## src/rtl/scaler_pkg.sv

```systemverilog
package scaler_pkg;
  localparam int unsigned ADDR_W = 4;
  localparam int unsigned FUNC_W = 5;
  localparam int unsigned DATA_W = 16;

  localparam logic [FUNC_W-1:0] FN_READ   = 5'd2;
  localparam logic [FUNC_W-1:0] FN_CLEAR  = 5'd11;
  localparam logic [FUNC_W-1:0] FN_ENABLE = 5'd17;

  localparam logic [ADDR_W-1:0] SA_TRIG_LO = 4'd14;
  localparam logic [ADDR_W-1:0] SA_TRIG_HI = 4'd15;
  localparam logic [ADDR_W-1:0] SA_CLR_ALL = 4'd15;
  localparam logic [ADDR_W-1:0] SA_ENABLE  = 4'd5;
endpackage

```

## src/rtl/scaler_cmd_decode.sv

```systemverilog
module scaler_cmd_decode
  import scaler_pkg::*;
#(
  parameter int unsigned PLANES = 8
) (
  input  logic              cmd_valid,
  input  logic              stn_sel,
  input  logic [ADDR_W-1:0] sub_addr,
  input  logic [FUNC_W-1:0] func,
  output logic              rd_hit,
  output logic [PLANES:0]   clr_vec,
  output logic              en_set,
  output logic              q_resp
);
  localparam logic [ADDR_W-1:0] PLANE_LIM = ADDR_W'(PLANES);

  logic active;
  logic is_clear;

  assign active   = cmd_valid & stn_sel;
  assign is_clear = active & (func == FN_CLEAR);

  always_comb begin
    rd_hit = active & (func == FN_READ) &
             ((sub_addr < PLANE_LIM) | (sub_addr == SA_TRIG_LO) | (sub_addr == SA_TRIG_HI));
    en_set = active & (func == FN_ENABLE) & (sub_addr == SA_ENABLE);
  end

  // index 0 is the trigger counter, index i+1 the plane counter i
  for (genvar gi = 0; gi <= PLANES; gi++) begin : g_clr
    assign clr_vec[gi] = is_clear & ((sub_addr == ADDR_W'(gi)) | (sub_addr == SA_CLR_ALL));
  end

  assign q_resp = rd_hit | (|clr_vec) | en_set;
endmodule

```

## src/rtl/scaler_edge_counter.sv

```systemverilog
module scaler_edge_counter #(
  parameter int unsigned W = 16
) (
  input  logic         clk,
  input  logic         rst_n,
  input  logic         z_clr,
  input  logic         cnt_en,
  input  logic         clr,
  input  logic         pulse_in,
  output logic [W-1:0] count
);
  logic         prev_q;
  logic [W-1:0] cnt_q;
  logic [W-1:0] cnt_d;
  logic         step;
  logic         cnt_ld;

  always_comb begin
    step   = cnt_en & pulse_in & ~prev_q;
    cnt_ld = z_clr | clr | step;
    if (z_clr | clr) begin
      cnt_d = '0;
    end else begin
      cnt_d = cnt_q + W'(1);
    end
  end

  always_ff @(posedge clk or negedge rst_n) begin
    if (!rst_n) begin
      prev_q <= 1'b0;
    end else begin
      prev_q <= pulse_in;
    end
  end

  always_ff @(posedge clk or negedge rst_n) begin
    if (!rst_n) begin
      cnt_q <= '0;
    end else if (cnt_ld) begin
      cnt_q <= cnt_d;
    end
  end

  assign count = cnt_q;
endmodule

```

## src/rtl/scaler_read_mux.sv

```systemverilog
module scaler_read_mux
  import scaler_pkg::*;
#(
  parameter int unsigned PLANES  = 8,
  parameter int unsigned PLANE_W = 16,
  parameter int unsigned TRIG_W  = 24
) (
  input  logic                            rd_hit,
  input  logic [ADDR_W-1:0]               sub_addr,
  input  logic [TRIG_W-1:0]               trig_cnt,
  input  logic [PLANES-1:0][PLANE_W-1:0]  plane_cnt,
  output logic [DATA_W-1:0]               rd_data
);
  logic [TRIG_W-1:0] trig_hi_sh;
  logic [DATA_W-1:0] sel_word;

  assign trig_hi_sh = trig_cnt >> DATA_W;

  always_comb begin
    sel_word = '0;
    if (sub_addr == SA_TRIG_LO) begin
      sel_word = trig_cnt[DATA_W-1:0];
    end else if (sub_addr == SA_TRIG_HI) begin
      sel_word = trig_hi_sh[DATA_W-1:0];
    end else begin
      for (int i = 0; i < PLANES; i++) begin
        if (sub_addr == ADDR_W'(i)) begin
          sel_word = DATA_W'(plane_cnt[i]);
        end
      end
    end
    rd_data = rd_hit ? sel_word : '0;
  end
endmodule

```

## src/rtl/trig_scaler_bank.sv

```systemverilog
module trig_scaler_bank
  import scaler_pkg::*;
#(
  parameter int unsigned PLANES  = 8,
  parameter int unsigned PLANE_W = 16,
  parameter int unsigned TRIG_W  = 24
) (
  input  logic               clk,
  input  logic               rst_n,
  input  logic               init_z,
  input  logic               cmd_valid,
  input  logic               stn_sel,
  input  logic [3:0]         sub_addr,
  input  logic [4:0]         func,
  input  logic               trig_in,
  input  logic [PLANES-1:0]  plane_in,
  output logic [15:0]        rd_data,
  output logic               q_resp
);
  logic [1:0]                     rst_sync_q;
  logic                           rst_core_n;
  logic                           rd_hit;
  logic [PLANES:0]                clr_vec;
  logic                           en_set;
  logic                           en_q;
  logic                           en_d;
  logic [TRIG_W-1:0]              trig_cnt;
  logic [PLANES-1:0][PLANE_W-1:0] plane_cnt;

  always_ff @(posedge clk or negedge rst_n) begin
    if (!rst_n) begin
      rst_sync_q <= '0;
    end else begin
      rst_sync_q <= {rst_sync_q[0], 1'b1};
    end
  end
  assign rst_core_n = rst_sync_q[1];

  scaler_cmd_decode #(.PLANES(PLANES)) u_dec (
    .cmd_valid (cmd_valid),
    .stn_sel   (stn_sel),
    .sub_addr  (sub_addr),
    .func      (func),
    .rd_hit    (rd_hit),
    .clr_vec   (clr_vec),
    .en_set    (en_set),
    .q_resp    (q_resp)
  );

  always_comb begin
    en_d = en_q;
    if (init_z) begin
      en_d = 1'b0;
    end else if (en_set) begin
      en_d = 1'b1;
    end
  end

  always_ff @(posedge clk or negedge rst_core_n) begin
    if (!rst_core_n) begin
      en_q <= 1'b0;
    end else begin
      en_q <= en_d;
    end
  end

  scaler_edge_counter #(.W(TRIG_W)) u_trig_cnt (
    .clk      (clk),
    .rst_n    (rst_core_n),
    .z_clr    (init_z),
    .cnt_en   (en_q),
    .clr      (clr_vec[0]),
    .pulse_in (trig_in),
    .count    (trig_cnt)
  );

  for (genvar gp = 0; gp < PLANES; gp++) begin : g_plane
    scaler_edge_counter #(.W(PLANE_W)) u_plane_cnt (
      .clk      (clk),
      .rst_n    (rst_core_n),
      .z_clr    (init_z),
      .cnt_en   (en_q),
      .clr      (clr_vec[gp+1]),
      .pulse_in (plane_in[gp]),
      .count    (plane_cnt[gp])
    );
  end

  scaler_read_mux #(
    .PLANES  (PLANES),
    .PLANE_W (PLANE_W),
    .TRIG_W  (TRIG_W)
  ) u_rd_mux (
    .rd_hit    (rd_hit),
    .sub_addr  (sub_addr),
    .trig_cnt  (trig_cnt),
    .plane_cnt (plane_cnt),
    .rd_data   (rd_data)
  );
endmodule

```

## config.mk

```make
export PLATFORM = sky130hd
export DESIGN_NAME = trig_scaler_bank
export DESIGN_NICKNAME = d
export VERILOG_FILES = /design/src/rtl/scaler_pkg.sv /design/src/rtl/scaler_cmd_decode.sv /design/src/rtl/scaler_edge_counter.sv /design/src/rtl/scaler_read_mux.sv /design/src/rtl/trig_scaler_bank.sv
export SDC_FILE = /design/constraint.sdc
export NUM_CORES = 1
export LEC_CHECK = 0
export ABC_AREA = 1
export ABC_CLOCK_PERIOD_IN_PS = 10500
export BUFFER_PORTS_ARGS = -buffer_cell sky130_fd_sc_hd__buf_2
export CAP_MARGIN = 25
export CORE_MARGIN = 2
export CORE_UTILIZATION = 35
export DETAILED_ROUTE_END_ITERATION = 8
export PLACE_DENSITY = 0.55
export SLEW_MARGIN = 5
export SYNTH_ARGS = -nofsm -noshare
export SYNTH_HDL_FRONTEND = slang
export SYNTH_SLANG_ARGS = --single-unit
export TNS_END_PERCENT = 30
```

## constraint.sdc

```tcl
create_clock -name clk -period 10.5 [get_ports clk]
set_clock_uncertainty 0.05 [all_clocks]
set_input_delay 1.05 -clock clk [delete_from_list [all_inputs] [get_ports clk]]
set_output_delay 1.05 -clock clk [all_outputs]
set_load 0.005 [all_outputs]
```

* After elaboration in Yosys (flattened, before gate mapping)
Cells that the tools add are included.
** Cells by class
- Add/subtract/negate cells :: 9
- Order comparisons :: 1
- Equality and inequality tests :: 13
- Reduce and logical (&&, ||, !) cells :: 3
- Bitwise logic cells :: 73
- Multiplexer cells :: 22
** Operators by type and width (count)
- 16-bit two-way mux :: 19
- 16-bit by 1-bit adder with 16-bit output, second input constant :: 8
- 1-bit bitwise AND :: 33
- 1-bit OR :: 31
- 24-bit by 1-bit adder with 24-bit output, second input constant :: 1
- 24-bit two-way mux :: 1
- 4-bit by 3-bit == test with 1-bit output, second input constant :: 4
- 4-bit == test, second input constant :: 3
- 1-bit inverter :: 9
- 9-bit OR reduction :: 1
- 4-bit by 2-bit == test with 1-bit output, second input constant :: 2
- 5-bit by 2-bit == test with 1-bit output, second input constant :: 1
- 5-bit by 4-bit == test with 1-bit output, second input constant :: 1
- 5-bit == test, second input constant :: 1
- 4-bit by 1-bit == test with 1-bit output, second input constant :: 1
- 4-bit logical NOT :: 1
- 4-bit less-than comparator, second input constant :: 1
- 1-bit two-way mux :: 2
- 2-bit nonzero test :: 1
** Word-level totals
- Input port bits :: 23
- Register bits :: 164
- Word-level logic and storage cells :: 141

* Logic depth before layout (Yosys ltp)
- Depth after elaboration :: 12
- Depth in mapped cells :: 12
- Mapped depth without buffers :: 12

* Hierarchy
A second synthesis with hierarchy kept.
** Second synthesis, totals
- Cells, all modules :: 1691
- Area total of the unflattened synthesis :: 11134.4 um^2
** Modules (own cells, without submodules)
- scaler_edge_counter (g_plane[0].u_plane_cnt ...) :: cells each 135, times used 8, area each 977.2 um^2
- scaler_edge_counter (u_trig_cnt) :: cells each 214, times used 1, area each 1463.9 um^2
- scaler_read_mux :: cells each 301, times used 1, area each 1385.1 um^2
- scaler_cmd_decode :: cells each 90, times used 1, area each 381.6 um^2
- trig_scaler_bank :: cells each 6, times used 1, area each 86.3 um^2

* Least setup slack after synthesis
Ideal clock, no wire load.
- Path type :: input-to-output
- Start :: in cmd_valid
- End :: out rd_data[10]
- Cell stages on the path :: 8
- Setup slack :: 7.335 ns
- Required time :: 9.400 ns
- Arrival :: 2.065 ns
- Buffers on the path :: 0
- Path through :: nand2_1 -> nor2_1 -> nand2_1 -> nor4_1 -> o21ai_2 -> inv_1 -> o21ai_0 -> a21oi_1
** On the way
- Word-level cells in the longest chain between the ends :: 4
** Ends and longest elaborated chain
- start, declared :: RTL line trig_scaler_bank.sv:11 : input logic cmd_valid,
- 1-bit bitwise AND :: RTL line scaler_cmd_decode.sv:20 : assign active = cmd_valid & stn_sel;
- 1-bit bitwise AND (2 in a row) :: RTL line scaler_cmd_decode.sv:24 : rd_hit = active & (func == FN_READ) &
- 16-bit two-way mux :: RTL line scaler_read_mux.sv:32 : rd_data = rd_hit ? sel_word : '0;
- end, declared :: RTL line trig_scaler_bank.sv:17 : output logic [15:0] rd_data,
Every way passes these cells.

* Final worst setup path
- Start :: in sub_addr[0]
- End :: out rd_data[2]
** On the way
- Word-level cells in the longest chain between the ends :: 12
- Elaborated cells on any way between the ends :: 25
- Those cells by class :: order compare: 1; eq/ne: 9; mux: 11; bitwise: 3; reduce/logical: 1
** Ends and longest elaborated chain
- start, declared :: RTL line trig_scaler_bank.sv:13 : input logic [3:0] sub_addr,
- 4-bit logical NOT :: RTL line scaler_read_mux.sv:27 : if (sub_addr == ADDR_W'(i)) begin
- 16-bit two-way mux (8 in a row) :: RTL line scaler_read_mux.sv:27
- 16-bit two-way mux :: RTL line scaler_read_mux.sv:23 : end else if (sub_addr == SA_TRIG_HI) begin
- 16-bit two-way mux :: RTL line scaler_read_mux.sv:21 : if (sub_addr == SA_TRIG_LO) begin
- 16-bit two-way mux * :: RTL line scaler_read_mux.sv:32
Mark *: on every way between the ends. The rest lies on a longest branch, timed or not.

==> metrics <==
run status complete, no violations; TritonCTS clock tree done; count of antenna diodes in the layout 0; CTS resizes 0; post-detailed-routing wire length 31200 um; library cell with the largest summed area after synthesis dfrtp_1; setup slack after placement 6.45 ns; number of cells produced by synthesis 1449; power after layout 1370 uW; count of hold-fix buffers inserted at cts 0; number of optimization iterations in the first detailed-route pass 7; Worst Path Required 9.40 ns; area enclosed by the die boundary 30600 um2; share of the synthesized area in the top cell type 40.2%; worst setup path category in2out; synthesis warning total 0; share of cell area taken by muxes after synthesis 0%; worst slew margin relative to its limit 37.6%; combined area of the multi-input logic cells 5250 um2; number of H-tree levels 4; global router's overall resource usage 21.0%; final critical-path required period 4.15 ns; detailed placer's ending HPWL 24000 um; Post-Synth XOR/XNOR Area 2.83%; worst endpoint data arrival time 3.05 ns; gate family responsible for the most delay along the worst path simple AND/OR/NAND/NOR gates; cell internal pwr 1030 uW; unique cell type count in the Yosys netlist 46; Logic pwr share 5.1%; number of nets in the final layout 1519; count of port buffers added during placement 39; most frequent cell on the critical path nand2_1; via count 9890; number of setup buffers added after CTS 0; area growth from synthesis to layout 11.8%; via-per-instance ratio 5.25; min-delay worst type reg2async; share of power burned in the clock network 48.6%; antenna violations before repair 0; Row Count 62; number of design rule violations left after detail routing 0; area taken by flip-flops and latches 4110 um2; share of the yosys chip area belonging to registers 40.2%; Switching Power 341 uW; transition at the pin with the smallest max-transition slack 0.933 ns; Post-synth ARST share 100%; final number of setup-violating endpoints 0; CP endpoint kind primary output; final weighted congestion of routability-driven global placement 0.978; PnR worst setup slack 6.35 ns; Final Hold Fails 0; die width 175 um; register clock-pin slew on the reported worst setup and hold paths 0.07 ns; drt first-iter violations 859; maximum single-stage delay on the critical path 0.43 ns; Avg Cell Area, Syn 7.05 um2; drt wl/cell 16.6 um; crit path launch type input pin; compound-cell area share of the yosys netlist 13.8%; commonest non-fill, non-tap cells in the layout 347 x nand2_1, 179 x inv_1, 163 x dfrtp_1; Post-Synth Adder-Cell Area 1.10%; Std-Cell Core Area 28700 um2; filler cell count in the final layout 3052; fraction of final layout cells with drive strength greater than 1 8.60%; # clock sinks 164; cell at the slowest stage of the critical path nor2_2; top cells by area, synth dfrtp_1 40%, nand2_1 13%, inv_1 6.6%; Root Driver clkbuf_16; pins over their slew limit 0; antenna-violating nets left 0; portion of total power attributed to sequential cells 46.3%; die height 175 um; number of enable-type register cells in the synthesized netlist 0; critical-path cell list buf_2, inv_2, nor2_2, nand2_1, o21ai_0, nor2_1, nand4_1, nand2_1, nand3_1, nand2_1, inv_1, buf_2; Skew-Pair Late Insertion Delay 0.44 ns; cts bufs inserted 17; share of the clock period used by the worst path 39.6%; pin count of the biggest net entering global routing 74; leakage power of the design 0.00470 uW; combinational family with the most area after synthesis simple AND/OR/NAND/NOR gates; maximum vdd ir drop 0.105 mV; total buffers and inverters traversed by the critical path 4; share of total power consumed by net switching 24.8%; Total Neg Setup Slack 0 ns; Clock Tree Buf Depth 2; power density normalized to cell area 120 nW/um2; Netlist Area Pre-Place 10200 um2; number of maximum-capacitance constraint violations 0; number of synthesized register bits 164; leading cell type in the layout, fill and taps excluded nand2_1; area share of and/or/nand/nor cells after synthesis 33.6%; global-route congestion overflow total 0; worst-path maximum fanout 14; setup repair after global routing missed its margin false; FMAX 241 MHz; initial core utilization 35.6%; first-pass GRT wire length 50300 um; Post-Synthesis Net Count 1481; via count of the first global-routing pass 9076; Main synth FF type dfrtp_1; I/O pin total 40
path summary, 6_finish.rpt:
path | startpoint | endpoint | slack (ns) | cells after the start
worst max-delay path | sub_addr[0] | rd_data[2] | 6.35 | 12
worst min-delay path | rst_sync_q[1]$_DFF_PN0_ | g_plane[4].u_plane_cnt.count[5]$_DFFE_PN0P_ | 0.19 | 0
worst max register to register | en_q$_DFFE_PN0P_ | g_plane[7].u_plane_cnt.count[14]$_DFFE_PN0P_ | 7.80 | 7
worst min register to register | rst_sync_q[1]$_DFF_PN0_ | g_plane[4].u_plane_cnt.count[5]$_DFFE_PN0P_ | 0.19 | 0
max in group asynchronous | rst_sync_q[1]$_DFF_PN0_ | g_plane[2].u_plane_cnt.count[5]$_DFFE_PN0P_ | 9.04 | 1
min in group clk | rst_sync_q[0]$_DFF_PN0_ | rst_sync_q[1]$_DFF_PN0_ | 0.30 | 0
layout make-up:
class / count / area share, %
inverters: 195 / 6.41
repair buffers: 42 / 2.08
multi-input cells: 1067 / 45.9
flip-flops and latches: 164 / 36.0
clock inverters: 13 / 1.50
clock buffers: 19 / 3.88
well taps: 384 / 4.21
per-layer routing:
metal | up-vias | track usage (%) | wire, um
li1 | 4866 | - | -
met1 | 4735 | 31.0 | 15400
met3 | 25 | 2.79 | 1290
met5 | - | 0 | 0
met4 | 0 | 5.59 | 490
met2 | 264 | 32.5 | 14000
power groups by stage:
| stage | sequential, uW | combinational [uW] | clock (uW) |
|---|---|---|---|
| finish | 636 | 69.7 | 668 |
| global route | 637 | 77.6 | 710 |
| CTS | 636 | 68.6 | 685 |
| detailed placement | 649 | 68.4 | 0 |
| global placement | 649 | 68.1 | 0 |
| floorplan | 655 | 38.0 | 0 |
sequential cells by signal (all words and copies together), names as in the netlist:
signal	flops
g_plane.u_plane_cnt.count	128
en_q	1
u_trig_cnt.count	24
u_trig_cnt.prev_q	1
g_plane.u_plane_cnt.prev_q	8
rst_sync_q	2
cell families (layout without fill, tap and decap cells):
logic type / count (synthesis) / count (layout)
AOI/OAI and AO/OA: 256 / 256
xor gates and xnor gates: 33 / 33
adders and majority gates: 9 / 9
buffers and inverters: 218 / 269
DFF: 164 / 164
other: 1 / 1
and+or+nand+nor: 768 / 768
worst reg2reg max path: stages (launching register included):
cell	delay [ns]
dfrtp_1	0.81
nand2_1	0.11
nor2_1	0.73
nand2_1	0.22
nor2_1	0.28
nand3_1	0.15
o21ai_0	0.18
a21oi_1	0.05
metrics by stage:
stage | instances | instance area, um2 | util, % | hold WS (ns)
2_1_floorplan | 1449 | 10200 | - | 0.281
3_3_place_gp | 1851 | 10800 | 37.5 | 0.197
3_5_place_dp | 1851 | 10800 | 37.5 | 0.196
4_1_cts | 1883 | 11400 | 39.7 | 0.204
5_1_grt | 1884 | 11400 | 39.8 | 0.231
6_report | 1884 | 11400 | 39.8 | 0.189
synthesized netlist by cell type (2+ instances only):
cell type	instances
nand2_1	347
inv_1	179
dfrtp_1	164
nor2_1	144
nand3_1	126
o21ai_0	107
a21oi_1	90
nor3_1	54
nand4_1	40
xor2_1	28
inv_2	15
buf_2	11
o31ai_1	11
nor2_2	10
nor3b_1	10
o21ai_1	10
ha_1	9
a31oi_1	8
nand2_2	8
o21a_1	8
nor4_1	7
clkbuf_1	6
nor2_4	6
o21bai_1	6
nor3_2	5
xnor2_1	5
buf_4	4
a211oi_1	3
nand3b_1	3
o22ai_1	3
or2_2	3
a21oi_2	2
buf_6	2
o41ai_1	2
or2_0	2
Power figures use the tool's default switching activity.
